`src/rtl/serial_tx_pkg.sv`:
```
package serial_tx_pkg;

    localparam int unsigned WORD_W   = 8;
    localparam int unsigned MIN_BITS = 5;

    typedef enum logic [2:0] {
        PH_IDLE   = 3'd0,
        PH_START  = 3'd1,
        PH_DATA   = 3'd2,
        PH_PARITY = 3'd3,
        PH_STOP   = 3'd4
    } tx_phase_e;

    typedef struct packed {
        logic       fixed_par;
        logic       even_sel;
        logic       par_en;
        logic       long_stop;
        logic [1:0] len_code;
    } frame_cfg_t;

    function automatic logic [3:0] data_bits(input logic [1:0] len_code);
        return 4'(MIN_BITS) + {2'b00, len_code};
    endfunction

    function automatic logic [WORD_W-1:0] word_mask(input logic [1:0] len_code);
        logic [WORD_W-1:0] m;
        for (int i = 0; i < int'(WORD_W); i++) begin
            m[i] = (i < int'(data_bits(len_code)));
        end
        return m;
    endfunction

    function automatic logic parity_of(input logic fixed_par, input logic even_sel,
                                       input logic [1:0] len_code,
                                       input logic [WORD_W-1:0] word);
        logic ones_odd;
        ones_odd = ^(word & word_mask(len_code));
        if (fixed_par) begin
            return ~even_sel;
        end
        return even_sel ? ones_odd : ~ones_odd;
    endfunction

    function automatic int unsigned stop_ticks(input logic long_stop,
                                               input logic [1:0] len_code,
                                               input int unsigned os);
        if (!long_stop) begin
            return os;
        end
        if (len_code == 2'b00) begin
            return os + os / 2;
        end
        return 2 * os;
    endfunction

endpackage

```
`src/rtl/tx_tick_timer.sv`:
```
module tx_tick_timer #(
    parameter int unsigned CW = 5
) (
    input  logic          clk_i,
    input  logic          rst_i,
    input  logic          tick_i,
    input  logic          clear_i,
    input  logic [CW-1:0] last_i,
    output logic          seg_end_o
);
    logic [CW-1:0] cnt_q;

    assign seg_end_o = tick_i && (cnt_q == last_i);

    always_ff @(posedge clk_i) begin
        if (rst_i || clear_i) begin
            cnt_q <= '0;
        end else if (seg_end_o) begin
            cnt_q <= '0;
        end else if (tick_i) begin
            cnt_q <= cnt_q + 1'b1;
        end
    end
endmodule

```
`src/rtl/tx_frame_seq.sv`:
```
module tx_frame_seq
    import serial_tx_pkg::*;
#(
    parameter int unsigned OVERSAMPLE = 16,
    parameter int unsigned CW         = 5
) (
    input  logic          clk_i,
    input  logic          rst_i,
    input  logic          valid_i,
    input  logic          seg_end_i,
    input  logic [1:0]    len_code_i,
    input  logic          long_stop_i,
    input  logic          par_en_i,
    output tx_phase_e     phase_o,
    output logic          accept_o,
    output logic          ready_o,
    output logic          shift_o,
    output logic [CW-1:0] last_o
);
    tx_phase_e  phase_q;
    logic [2:0] bit_idx_q;
    logic       last_data;

    assign ready_o   = (phase_q == PH_IDLE) || ((phase_q == PH_STOP) && seg_end_i);
    assign accept_o  = valid_i && ready_o;
    assign shift_o   = (phase_q == PH_DATA) && seg_end_i;
    assign last_data = ({1'b0, bit_idx_q} == (data_bits(len_code_i) - 4'd1));
    assign phase_o   = phase_q;

    always_comb begin
        if (phase_q == PH_STOP) begin
            last_o = CW'(stop_ticks(long_stop_i, len_code_i, OVERSAMPLE) - 1);
        end else begin
            last_o = CW'(OVERSAMPLE - 1);
        end
    end

    always_ff @(posedge clk_i) begin
        if (rst_i) begin
            phase_q   <= PH_IDLE;
            bit_idx_q <= '0;
        end else begin
            case (phase_q)
                PH_IDLE: begin
                    if (accept_o) begin
                        phase_q <= PH_START;
                    end
                end
                PH_START: begin
                    if (seg_end_i) begin
                        phase_q   <= PH_DATA;
                        bit_idx_q <= '0;
                    end
                end
                PH_DATA: begin
                    if (seg_end_i) begin
                        if (last_data) begin
                            phase_q <= par_en_i ? PH_PARITY : PH_STOP;
                        end else begin
                            bit_idx_q <= bit_idx_q + 3'd1;
                        end
                    end
                end
                PH_PARITY: begin
                    if (seg_end_i) begin
                        phase_q <= PH_STOP;
                    end
                end
                PH_STOP: begin
                    if (seg_end_i) begin
                        phase_q <= accept_o ? PH_START : PH_IDLE;
                    end
                end
                default: phase_q <= PH_IDLE;
            endcase
        end
    end
endmodule

```
`src/rtl/tx_word_shifter.sv`:
```
module tx_word_shifter
    import serial_tx_pkg::*;
(
    input  logic              clk_i,
    input  logic              rst_i,
    input  logic              load_i,
    input  logic [WORD_W-1:0] word_i,
    input  logic              fixed_par_i,
    input  logic              even_sel_i,
    input  logic [1:0]        len_code_i,
    input  logic              shift_i,
    output logic              bit_o,
    output logic              par_o
);
    logic [WORD_W-1:0] sh_q;
    logic              par_q;

    always_ff @(posedge clk_i) begin
        if (rst_i) begin
            sh_q  <= '0;
            par_q <= 1'b0;
        end else if (load_i) begin
            sh_q  <= word_i;
            par_q <= parity_of(fixed_par_i, even_sel_i, len_code_i, word_i);
        end else if (shift_i) begin
            sh_q  <= {1'b0, sh_q[WORD_W-1:1]};
        end
    end

    assign bit_o = sh_q[0];
    assign par_o = par_q;
endmodule

```
`src/rtl/tx_line_drive.sv`:
```
module tx_line_drive
    import serial_tx_pkg::*;
(
    input  logic      clk_i,
    input  logic      rst_i,
    input  tx_phase_e phase_i,
    input  logic      data_bit_i,
    input  logic      par_bit_i,
    input  logic      break_i,
    output logic      line_o
);
    logic level;
    logic line_q;

    always_comb begin
        case (phase_i)
            PH_START:  level = 1'b0;
            PH_DATA:   level = data_bit_i;
            PH_PARITY: level = par_bit_i;
            default:   level = 1'b1;
        endcase
    end

    always_ff @(posedge clk_i) begin
        if (rst_i) begin
            line_q <= 1'b1;
        end else begin
            line_q <= break_i ? 1'b0 : level;
        end
    end

    assign line_o = line_q;
endmodule

```
`src/rtl/serial_tx_top.sv`:
```
module serial_tx_top
    import serial_tx_pkg::*;
#(
    parameter int unsigned OVERSAMPLE = 16
) (
    input  logic       clk_i,
    input  logic       rst_i,
    input  logic       tick_i,
    input  logic [5:0] line_ctrl_i,
    input  logic       in_valid_i,
    input  logic [7:0] in_data_i,
    output logic       in_ready_o,
    input  logic       break_i,
    output logic       serial_o,
    output logic       busy_o
);
    localparam int unsigned CW = $clog2(2 * OVERSAMPLE);

    frame_cfg_t    cfg_q;
    frame_cfg_t    cfg_in;
    tx_phase_e     phase;
    logic          accept;
    logic          seg_end;
    logic          shift;
    logic [CW-1:0] seg_last;
    logic          data_bit;
    logic          par_bit;

    assign cfg_in = frame_cfg_t'(line_ctrl_i);

    always_ff @(posedge clk_i) begin
        if (rst_i) begin
            cfg_q <= '0;
        end else if (accept) begin
            cfg_q <= cfg_in;
        end
    end

    tx_tick_timer #(.CW(CW)) i_timer (
        .clk_i     (clk_i),
        .rst_i     (rst_i),
        .tick_i    (tick_i),
        .clear_i   (phase == PH_IDLE),
        .last_i    (seg_last),
        .seg_end_o (seg_end)
    );

    tx_frame_seq #(.OVERSAMPLE(OVERSAMPLE), .CW(CW)) i_seq (
        .clk_i       (clk_i),
        .rst_i       (rst_i),
        .valid_i     (in_valid_i),
        .seg_end_i   (seg_end),
        .len_code_i  (cfg_q.len_code),
        .long_stop_i (cfg_q.long_stop),
        .par_en_i    (cfg_q.par_en),
        .phase_o     (phase),
        .accept_o    (accept),
        .ready_o     (in_ready_o),
        .shift_o     (shift),
        .last_o      (seg_last)
    );

    tx_word_shifter i_shift (
        .clk_i       (clk_i),
        .rst_i       (rst_i),
        .load_i      (accept),
        .word_i      (in_data_i),
        .fixed_par_i (cfg_in.fixed_par),
        .even_sel_i  (cfg_in.even_sel),
        .len_code_i  (cfg_in.len_code),
        .shift_i     (shift),
        .bit_o       (data_bit),
        .par_o       (par_bit)
    );

    tx_line_drive i_line (
        .clk_i      (clk_i),
        .rst_i      (rst_i),
        .phase_i    (phase),
        .data_bit_i (data_bit),
        .par_bit_i  (par_bit),
        .break_i    (break_i),
        .line_o     (serial_o)
    );

    assign busy_o = (phase != PH_IDLE);
endmodule

```
`config.mk`:
```
export PLATFORM = sky130hd
export DESIGN_NAME = serial_tx_top
export DESIGN_NICKNAME = d
export VERILOG_FILES = /design/src/rtl/serial_tx_pkg.sv /design/src/rtl/tx_tick_timer.sv /design/src/rtl/tx_frame_seq.sv /design/src/rtl/tx_word_shifter.sv /design/src/rtl/tx_line_drive.sv /design/src/rtl/serial_tx_top.sv
export SDC_FILE = /design/constraint.sdc
export NUM_CORES = 1
export LEC_CHECK = 0
export BUFFER_PORTS_ARGS = -buffer_cell sky130_fd_sc_hd__buf_4
export CAP_MARGIN = 15
export CORE_MARGIN = 4
export CORE_UTILIZATION = 55
export DETAILED_ROUTE_END_ITERATION = 6
export GPL_TIMING_DRIVEN = 0
export PLACE_DENSITY = 0.78
export SLEW_MARGIN = 20
export SYNTH_ARGS = -nofsm -noshare
export SYNTH_HDL_FRONTEND = slang
export SYNTH_SLANG_ARGS = --single-unit
```
`constraint.sdc`:
```
create_clock -name clk_i -period 2.43 [get_ports clk_i]
set_clock_uncertainty 0.1 [all_clocks]
set_input_delay 0.486 -clock clk_i [delete_from_list [all_inputs] [get_ports clk_i]]
set_output_delay 0.486 -clock clk_i [all_outputs]
set_load 0.05 [all_outputs]
```
After elaboration in Yosys (flattened, before gate mapping)
Cells that the tools add are included.
Word-level totals
  flip-flop bits (word level): 25
  input port bits: 19
  output and inout port bits: 3
  logic and storage cells: 88
Operators by class
  add/subtract/negate cells: 6
  $lt $le $gt $ge: 8
  equal/unequal tests: 13
  mux-type cells: 34
  bitwise operators: 3
  reduce and logical (&&, ||, !) cells: 15
Operators with widths (count)
  $mux 3: 10
  $mux 5: 6
  $lt 3x4->1 const A: 4
  $mux 8: 2
  $pmux 3 s5: 1
  $mux 1: 13
  $ne 2x2->1 const B: 5
  $add 3x2->4 const A: 2
  $and 8x8->8: 1
  $lt 1x4->1 const A: 2
  $lt 2x4->1 const A: 2
  $reduce_xor 8->1: 1
  $eq 3x2->1 const B: 2
  $pmux 3 s2: 1
  $reduce_and 6->1: 1
  $add 5x1->5 const B: 1
  $eq 5x5->1: 1
  $sub 5x1->5 const B: 1
  $eq 3x4->1: 1
  $logic_and 1x1->1: 4
  $ne 2x1->1 const B: 2
  $reduce_and 4->1: 1
  $reduce_bool 2->1: 2
  $sub 4x1->4 const B: 1
  10 further kinds: 12

Logic depth before layout (Yosys ltp)
  depth after elaboration: 17
  mapped depth: 7
  gate-level depth less buffers: 6

Hierarchy
Synthesis repeated with hierarchy kept, for this count alone.
Unflattened totals
  cells, all modules: 183
  area total of the unflattened synthesis: 1557.7 um2
Modules (own cells, without submodules)
  tx_word_shifter: times used 1, cells each 72, area each 583.1 um2
  tx_frame_seq: times used 1, cells each 61, area each 471.7 um2
  tx_tick_timer: times used 1, cells each 29, area each 290.3 um2
  serial_tx_top: times used 1, cells each 15, area each 155.1 um2
  tx_line_drive: times used 1, cells each 6, area each 57.6 um2

Worst setup path after synthesis
OpenSTA, ideal clock, no wires.
  path type: reg2out
  from: reg i_timer.cnt_q[3]
  to: out in_ready_o
  data arrival time: 1.966 ns
  required time: 1.844 ns
  setup slack: -0.122 ns
  stages on the path, launching flop included: 6
  buffers on the path: 1
  path through: dfxtp_1 or4b_4 nor2_2 o21ai_2 buf_6 a21boi_1
Between the ends
  cells in the longest elaborated chain, start to end: 4
RTL lines
  start: declaration: line tx_tick_timer.sv:11  | logic [CW-1:0] cnt_q;
  start signal: assignment: line tx_tick_timer.sv:21  | cnt_q <= cnt_q + 1'b1;
  $eq 5x5->1: line tx_tick_timer.sv:13  | assign seg_end_o = tick_i && (cnt_q == last_i);
  $logic_and 1x1->1: line tx_tick_timer.sv:13
  $logic_and 1x1->1: line tx_frame_seq.sv:24  | assign ready_o = (phase_q == PH_IDLE) || ((phase_q == PH_STOP) && seg_end_i);
  $logic_or 1x1->1: line tx_frame_seq.sv:24
  end: declaration: line serial_tx_top.sv:12  | output logic in_ready_o,
No other way between the ends.

Worst setup path in the final report
Same ends and word-level chain as after synthesis.

==> impl_metrics.toml <==
[finish]
n_fill_cell = 217
area_growth_pct = 21.5
diodes = 0
fin_nets = 217
post-route-util_pct = 69.5
final_layout_size_suffix_gt1_share_pct = 25.1
instances_no_fill = 225

[worst_setup_path]
crit_fanout = 3
cp_data_required_time_ps = 1840
crit_arrival_ps = 1780
start_kind = "flop"
r2r_start = "i_timer.cnt_q[0]"
crit_type = "reg -> out"
r2r_setup_slack_ps = 180
r2r_cells = 6
slowest_stage = "or4b_4"
end_kind = "primary output"
crit_chain = "or4b_4 > nor2_4 > o21ai_4 > a21boi_2 > buf_6"
max_stage_delay_ps = 550
r2r-end = "i_shift.sh_q[0]"

[floorplan]
io_pins = 22
start_util_pct = 57.2
die_height_um = 58.5
dieArea_sq_um = 3430
die-width_um = 58.5
num_rows = 18
core_sq_um = 2450

[timing]
setup_violations = 0
period_share_pct = 97.3
hold_viol = 0
slew_violations = 0
finalCriticalPeriod_ps = 2360
fmax_mhz = 423
timing.slew.headroom_pct = 55.9
worst_pin_slew_ps = 658
rsz0062_at_grt = "true"
final.setup.tns_ps = 0

[cts]
path_clk_slew_ps = 140
h-tree-depth = 1
hold_buffers = 0
clock_sinks = 25
numCtsBuffers = 3
clkLatencyLatePin_ps = 320
ctsLongestPathBuffers = 2
cts_tree = "yes"
clockRootBuffer = "clkbuf_4"

[power_and_ir_drop]
power_density_nw_per_um2 = 477
p_leak_nw = 0.603
p_seq_share_pct = 55.0
irDropWorstVdd_mv = 0.379
pwr-share-comb_pct = 21.9
swShare_pct = 29.4
p_sw_mw = 0.239
clockPowerShare_pct = 23.1
power.total_mw = 0.814
p_int_mw = 0.575

[route]
dr.pass1.iters = 4
avgRoutedWirePerCell_um = 15.1
vias = 1374
drtAntennaViolNets = 0
drc = 0
viasPerCell = 6.11
wl_um = 3400
drt_iter0_markers = 46

[outcome]
status = "complete, no violations"

[logic_synthesis]
ys_seq_elements = 25
syn_avg_cell_area_sq_um = 8.52
yosysSeqAreaShare_pct = 35.6
synthesis.nets = 186
synth_area_sq_um = 1410
syn_inst = 165
yosys_warnings = 0
synthDistinctLibCells = 46

[placed_design]
port_buffers = 21
numPlacedInstances = 216
place.gp.congestion = 0.863
dp_hpwl_um = 2590

[global_route]
first_global_vias = 1325
grt_antenna_before_repair = 0
grt_overflow = 0
grt_start_max_net_pins = 15
grt.total_usage_pct = 21.7
grt_pass1_wl_um = 5840

[hold_path]
hp-class = "in -> reg"
whs_path_depth = 2
hold_end = "i_line.line_o"
min_from = "break_i"

[job]
max-cap-violations = 0
critical path: cells and delay by family (launching register included):
kind	cells	cell delay (ps)
simple gates	2	680
flops	1	370
compound gates	2	240
buf+inv	1	170
sequential cells by signal, summed over array words and instances, names as in the netlist:
| register | cells |
|---|---|
| cfg_q | 4 |
| i_line.line_o | 1 |
| i_seq.bit_idx_q | 3 |
| i_seq.phase_o | 3 |
| i_shift.par_o | 1 |
| i_shift.sh_q | 8 |
| i_timer.cnt_q | 5 |
synthesized netlist by cell type (all sizes together):
cell / instances / area (sq um)
nand4: 1 / 6.26
nor2: 14 / 55.1
a21boi: 2 / 15.0
buf: 3 / 21.3
o21a: 2 / 15.0
xor2: 2 / 17.5
clkbuf: 5 / 18.8
a211oi: 3 / 35.0
a311oi: 4 / 35.0
nand3b: 3 / 22.5
a41oi: 2 / 17.5
nand2: 18 / 67.6
mux2i: 2 / 23.8
mux2: 1 / 11.3
ha: 2 / 25.0
inv: 5 / 18.8
o31ai: 2 / 15.0
or4b: 1 / 13.8
xnor3: 1 / 22.5
nand4bb: 1 / 27.5
or4: 2 / 15.0
a22oi: 5 / 37.5
or3: 1 / 6.26
o211ai: 3 / 22.5
and3: 1 / 6.26
o21bai: 1 / 7.51
nand3: 8 / 40.0
or2: 2 / 15.0
and3b: 1 / 8.76
nand2b: 4 / 25.0
xnor2: 7 / 61.3
a2111oi: 1 / 10.0
o311ai: 1 / 8.76
a32oi: 1 / 8.76
o2111ai: 1 / 8.76
a21oi: 16 / 80.1
o21ai: 11 / 58.8
dfxtp: 25 / 500
per-stage QoR:
step	setup WS (ps)	hold WS, ps	cell area [sq um]
2_1_floorplan	176	348	1410
3_3_place_gp	93.8	356	1600
3_5_place_dp	18.4	363	1600
4_1_cts	-45.2	218	1710
5_1_grt	-12.1	223	1710
6_report	65.5	232	1710
worst max-delay path by stage:
stage / start / endpoint / slack [ps] / depth (start not counted)
2_1_floorplan: i_timer.cnt_q[3] / in_ready_o / 180 / 5
3_3_place_gp: tick_i / i_shift.sh_q[5] / 90 / 6
5_1_grt: i_timer.cnt_q[3] / in_ready_o / -10 / 5
3_5_place_dp: tick_i / i_shift.sh_q[4] / 20 / 7
6_report: i_timer.cnt_q[3] / in_ready_o / 70 / 5
4_1_cts: i_timer.cnt_q[3] / in_ready_o / -50 / 6
placed cells by master, fill, tap and decap left out, types with 5 or more instances in the layout:
cell type and n:
dfxtp_1 21, inv_1 5, nor2_1 13, o21ai_1 7, buf_4 27, xnor2_1 7, nand2_1 18, a22oi_1 5
nand3_1 8, a21oi_1 16
kinds of logic (layout without fill, tap and decap cells):
logic type	Yosys count	in the layout	synth area share [%]
AOI/OAI and AO/OA	55	55	26.7
xor gates and xnor gates	10	10	7.21
adders and majority gates	2	2	1.78
buffers and inverters	13	43	4.19
DFF	25	25	35.6
muxes	3	3	2.49
and+or+nand+nor	57	57	22.0
power groups by stage:
stage | Clock (mW) | Sequential [mW] | Combinational (mW)
6_report | 0.188 | 0.448 | 0.178
3_3_place_gp | 0 | 0.452 | 0.172
2_1_floorplan | 0 | 0.454 | 0.115
4_1_cts | 0.196 | 0.442 | 0.184
5_1_grt | 0.215 | 0.451 | 0.193
3_5_place_dp | 0 | 0.453 | 0.178
per-layer routing:
layer | routed length, um | part of all wire (%) | GRT usage (%)
met1 | 1440 | 42 | 27.0
met2 | 1680 | 50 | 35.9
met3 | 187 | 5.5 | 3.73
met4 | 83 | 2.4 | 11.3
met5 | 0 | 0 | 0
cell type report:
cell class                 count  area, sq um  area share [%]
multi-input combinational    127          876            51.3
timing repair buffer          28          214            12.5
clock inverter                 1         5.00           0.293
inverter                       5         18.8            1.10
tap                           30         37.5            2.20
sequential                    25          508            29.8
buffer                         6         25.0            1.47
clock buffer                   3         22.5            1.32
what timing repair did:
| item | CTS | global route |
|---|---|---|
| pin swaps | 5 | 5 |
| endpoints found under the setup margin | 1 | 11 |
| buffers inserted | 6 | 1 |
| gates resized for setup | 8 | 6 |
Power figures use the tool's default switching activity.
